===== src/rtl/bus_trigger_ctl.sv =====
module bus_trigger_ctl #(
  parameter int AW = 16,
  parameter int DEPTH = 8
) (
  input  logic          clk,
  input  logic          rst_n,
  input  logic          secure,
  input  logic          trace_begin,
  input  logic          reg_we,
  input  logic [7:0]    reg_wdata,
  output logic [7:0]    reg_rdata,
  output logic          run_armed,
  input  logic [AW-1:0] cmp_a_addr,
  input  logic [AW-1:0] cmp_b_addr,
  input  logic          bus_valid,
  input  logic [AW-1:0] bus_addr,
  input  logic          bus_rd,
  output logic          brk_req,
  output logic          brk_tag,
  input  logic          trace_pop,
  output logic [AW-1:0] trace_data,
  output logic [$clog2(DEPTH+1)-1:0] trace_cnt
);
  localparam int PW = $clog2(DEPTH);
  localparam int CW = $clog2(DEPTH + 1);
  localparam logic [CW-1:0] FULL = CW'(DEPTH);
  localparam logic [CW-1:0] LAST = CW'(DEPTH - 1);

  logic [7:0]    ctl;
  logic          armf, started;
  logic [AW-1:0] mem [DEPTH];
  logic [PW-1:0] wp, rp;
  logic [CW-1:0] cnt;

  wire en_w  = reg_wdata[7] & ~secure;
  wire arm_w = reg_wdata[6] & en_w;
  wire rearm = reg_we & arm_w;
  wire act   = armf & ctl[7];

  wire hit_a = bus_valid && bus_addr == cmp_a_addr && (!ctl[2] || bus_rd == ctl[3]);
  wire hit_b = bus_valid && bus_addr == cmp_b_addr && (!ctl[0] || bus_rd == ctl[1]);
  wire trig  = hit_a | hit_b;
  wire cap   = act && bus_valid && (!trace_begin || started || trig);
  wire done  = act && (trace_begin ? (cap && cnt == LAST) : trig);
  wire pop_ok = trace_pop && !act && cnt != '0;

  assign brk_req   = done & ctl[4];
  assign brk_tag   = brk_req & ctl[5];
  assign reg_rdata = ctl;
  assign run_armed = armf;
  assign trace_cnt = cnt;
  assign trace_data = mem[rp];

  always_comb begin
    int t;
    t = int'(wp) + DEPTH - int'(cnt);
    if (t >= DEPTH) t = t - DEPTH;
    rp = PW'(t);
  end

  always_ff @(posedge clk or negedge rst_n) begin
    if (!rst_n) begin
      ctl     <= '0;
      armf    <= 1'b0;
      started <= 1'b0;
    end else begin
      if (reg_we) begin
        ctl  <= {en_w, reg_wdata[6:0]};
        armf <= arm_w;
      end else if (done) begin
        ctl[6] <= 1'b0;
        armf   <= 1'b0;
      end
      if (rearm || !act || done) started <= 1'b0;
      else if (cap)              started <= 1'b1;
    end
  end

  always_ff @(posedge clk or negedge rst_n) begin
    if (!rst_n) begin
      wp  <= '0;
      cnt <= '0;
    end else if (rearm) begin
      wp  <= '0;
      cnt <= '0;
    end else if (cap) begin
      wp  <= (wp == PW'(DEPTH - 1)) ? '0 : wp + 1'b1;
      cnt <= (cnt == FULL) ? cnt : cnt + 1'b1;
    end else if (pop_ok) begin
      cnt <= cnt - 1'b1;
    end
  end

  always_ff @(posedge clk)
    if (cap && !rearm) mem[wp] <= bus_addr;


  a_r2_secure_blocks_en: assert property (@(posedge clk) disable iff (!rst_n)
    reg_we && secure |=> !reg_rdata[7]);

  a_r4_stop_disarms: assert property (@(posedge clk) disable iff (!rst_n)
    reg_we && !reg_wdata[6] |=> !run_armed);

  a_r6_done_disarms: assert property (@(posedge clk) disable iff (!rst_n)
    brk_req && !reg_we |=> !run_armed && !reg_rdata[6]);
  a_r6_single_pulse: assert property (@(posedge clk) disable iff (!rst_n)
    brk_req && !reg_we |=> !brk_req);

  a_r9_tag_needs_brk: assert property (@(posedge clk) disable iff (!rst_n)
    brk_tag |-> brk_req);

  a_r10_write_wins: assert property (@(posedge clk) disable iff (!rst_n)
    reg_we && reg_wdata[7] && reg_wdata[6] && !secure |=> run_armed);

  a_r11_pop_held: assert property (@(posedge clk) disable iff (!rst_n)
    run_armed && reg_rdata[7] && trace_pop && !bus_valid && !reg_we |=> $stable(trace_cnt));

  a_r12_cnt_bound: assert property (@(posedge clk) disable iff (!rst_n)
    trace_cnt <= FULL);
endmodule


===== config.mk =====
export PLATFORM = sky130hd
export DESIGN_NAME = bus_trigger_ctl
export DESIGN_NICKNAME = d
export VERILOG_FILES = /design/src/rtl/bus_trigger_ctl.sv
export SDC_FILE = /design/constraint.sdc
export NUM_CORES = 1
export LEC_CHECK = 0
export ABC_AREA = 1
export BUFFER_PORTS_ARGS = -buffer_cell sky130_fd_sc_hd__buf_2
export CORE_MARGIN = 1.5
export CORE_UTILIZATION = 55
export CTS_CLUSTER_DIAMETER = 120
export DETAILED_ROUTE_END_ITERATION = 6
export PLACE_DENSITY = 0.77
export SETUP_SLACK_MARGIN = 0.02
export SLEW_MARGIN = 20
export SYNTH_ARGS = -nofsm -noshare
export SYNTH_HDL_FRONTEND = slang
export SYNTH_SLANG_ARGS = --single-unit

===== constraint.sdc =====
create_clock -name clk -period 3 [get_ports clk]
set_input_delay 0.3 -clock clk [delete_from_list [all_inputs] [get_ports clk]]
set_output_delay 0.3 -clock clk [all_outputs]
set_load 0.05 [all_outputs]

==> metrics <==
Final Skew between 0.008 and 0.009 ns; Final Hold Vio Count 0; Initial Utilization 0.5597; share of layout cells above drive strength 1 0.2812; post-route setup slack slightly below 0.02 ns; drt via density between 5 and 6; Mapped Cells approximately 620; Core ar. 11910 µm²; Int Power 0.005995 W; post-synthesis mux area share 0.02402; Final Non-Filler Cells about 900; Seq/Total Area, Yosys 0.6404; met3 Usage GRT 0.05678; antenna violations before repair 0; Post-synth EDFFs around 130; Chip Width about 110 µm; CTS tree yes; chip height approximately 110 µm; Post-synth ARST share 0.1172; post-synthesis adder-cell area fraction 0.01539; XOR/XNOR share of the synthesized area 0.02496; NetSw just under 0.005 W; gr busiest metal met2; IO Count between 90 and 100; Overall Power 0.01083 W; Sum Neg Setup Slack 0 ns; wire per inst 18.42 µm; Max IR drop VDD 870.1 µV; Area growth syn-to-layout 28.42%; reg2reg path depth 17; Logic pwr share 0.592; die area between 10000 and 15000 µm²; Vias about 5000; f_max between 0.3 and 0.4 GHz; fin crit share 0.9935; # rows 40; drt drc 0; root buffer cell clkbuf_16; Post-Layout Inst Area about 8600 µm²; hold path cells 3; Sink Count approximately 150; Main synth FF type edfxtp_1; switch share 0.4466; Final ANT Viol Nets 0; CP Data Arrival Time 2.68 ns; routed wire length between 15000 and 20000 µm; CP Class register to primary output; cts bufs inserted 17; worst-path cell chain inv_2 -> ha_4 -> inv_2 -> fa_2 -> clkinvlp_4 -> buf_12 -> o21ai_4 -> nor2_2 -> a31oi_2 -> buf_6; crit-path max FO 5; final setup vio count 0; Antenna Diode Count 0; clock buffer depth 2; first-pass GRT wire length between 20000 and 25000 µm; Simple-Gate Fraction of Synth Area 0.1226; Synth Net Count 686; fillers 750; RSZ-0062 raised after global routing yes; CP peak stage delay between 0.6 and 0.7 ns; Synth Area in Compound Gates 0.1066; Post-DP HPWL ~10000 µm; nets 812; max cap viols 0; largest family of logic cells by synthesized area simple AND/OR/NAND/NOR gates; Max Slew Vio Count 0; largest net degree at the start of global routing 49; slowest CP cell fa_2; placed cell area 7561 µm²; Slew @ Worst Pin between 0.4 and 0.5 ns; crit path launch type register; Final GP Congestion between 0.8 and 0.9; GR Util met2 0.4299; Leakage about 3.6 nW; syn avg cell area approximately 11 µm²; Initial DRC Count about 350; synth unique cells 33; outcome finished clean; Rel. slew slack 0.6946; DR pass1 iterations 5; clk_lat worst skew 0.42 ns; Flop pwr share 0.212; Pwr per Cell Area between 1000 and 1500 nW/µm²; grt ovf 0; mapped cell area about 6700 µm²; PortBufs 94; placed cell count 854; number of synthesized register bits ~150; CTS clk-pin slew, worst paths approximately 0.060 ns; gr usage total 0.2577; Place WS roughly 0.15 ns; vias in the first global route 4869; H-tree depth 4; warnings from Yosys 0; grt met1 use 0.3210; crit path capture type primary output; HP Class input port to register; Req. time, crit path roughly 2.7 ns; Final min period slightly below 3 ns; CP dominant cell by count inv_2; clock network fraction of total power 0.196
cells in the final DEF (no fill, tap or decap), types with 19 or more instances in the layout:
master and instances:
edfxtp_1 128, nand2_1 106, inv_1 89, buf_2 77, nor2_1 48, o21ai_0 32, a21oi_1 28, buf_4 21
o21ai_1 20, clkbuf_16 20, buf_6 19
final cells by class:
type,instances,area [µm²],share of cell area
Inverter,93,352.8,0.04122
Tap cell,147,183.9,0.02148
Sequential cell,145,4272,0.4990
Timing Repair Buffer,129,997.2,0.1165
Clock buffer,17,425.4,0.04969
Multi-Input combinational cell,355,2163,0.2527
Clock inverter,15,166.4,0.01944
logic make-up (layout without fill, tap and decap cells):
logic type | count (synthesis) | count (layout)
buffers and inverters | 115 | 254
adders and majority gates | 7 | 7
muxes | 16 | 16
xor gates and xnor gates | 19 | 19
AOI/OAI and AO/OA | 128 | 128
and+or+nand+nor | 185 | 185
DFF | 145 | 145
timing repair:
action	CTS	global route
hold endpoints to repair	17	0
endpoints found under the setup margin	16	17
setup buffers	6	5
resized for setup	32	54
hold buffers	1	0
gates cloned	1	2
pin swaps	1	7
worst max-delay path: cells and delay by family, from the launching register on:
family                   cells  cell delay [ns]
adder cells (fa/ha/maj)      2             0.78
AND/OR/NAND/NOR              1             0.05
AO/OA/AOI/OAI                2             0.33
flip-flops                   1             0.39
buffers and inverters        5             0.71
final timing paths:
check                                   from        endpoint  slack, ns
worst max-delay path                   wp[0]  trace_data[15]       0.02
worst min-delay path            reg_wdata[2]    reg_rdata[2]       0.08
worst max register to register  reg_rdata[3]    trace_cnt[3]       0.36
worst min register to register  reg_rdata[7]    reg_rdata[7]       0.51
max in group asynchronous              rst_n    trace_cnt[0]       2.36
min in group asynchronous              rst_n    reg_rdata[7]       0.33
cells in the mapped netlist, types with 2 or more instances:
cell / count / share of area
edfxtp_1: 128 / 0.58
nand2_1: 106 / 0.060
inv_1: 93 / 0.052
o21ai_0: 56 / 0.042
nor2_1: 50 / 0.028
a21oi_1: 34 / 0.026
dfrtp_1: 17 / 0.064
a31oi_1: 16 / 0.015
mux2i_1: 16 / 0.024
o211ai_1: 16 / 0.018
xnor2_1: 16 / 0.021
clkbuf_1: 12 / 0.0068
nand3_1: 10 / 0.0075
buf_1: 5 / 0.0028
ha_1: 5 / 0.0094
buf_2: 4 / 0.0030
nand2_4: 4 / 0.0068
o21ai_1: 4 / 0.0030
nand3_2: 3 / 0.0045
xor2_1: 3 / 0.0039
fa_1: 2 / 0.0060
nand4_1: 2 / 0.0019
nor3_2: 2 / 0.0030
nor4_1: 2 / 0.0019
per-layer routing:
layer  share of wire  vias to the layer above  wire, µm
li1                -                     2354         -
met1            0.40                     2383      6683
met2            0.49                      238      8176
met3           0.074                       36      1231
met4           0.030                        0       502
met5               0                        -         0
power by group through the flow:
stage | combinational, W | sequential, W | clock, W
detailed placement | 0.00490 | 0.00234 | 0
CTS | 0.00564 | 0.00229 | 0.00213
global route | 0.00677 | 0.00230 | 0.00221
finish | 0.00642 | 0.00230 | 0.00212
floorplan | 0.00358 | 0.00245 | 0
global placement | 0.00478 | 0.00234 | 0
per-stage QoR:
step                        util  hold slack (ns)
final                     0.7187          0.07868
after global routing      0.7187           0.1014
after CTS                 0.6997          0.06934
after detailed placement  0.6348           0.2471
after global placement    0.6348           0.2363
after floorplan                -         0.004409
flip-flops by register name, summed over array words and instances, names as in the netlist:
name       cells
mem          128
reg_rdata      8
run_armed      1
started        1
trace_cnt      4
wp             3
(Power assumes the default switching activity.)
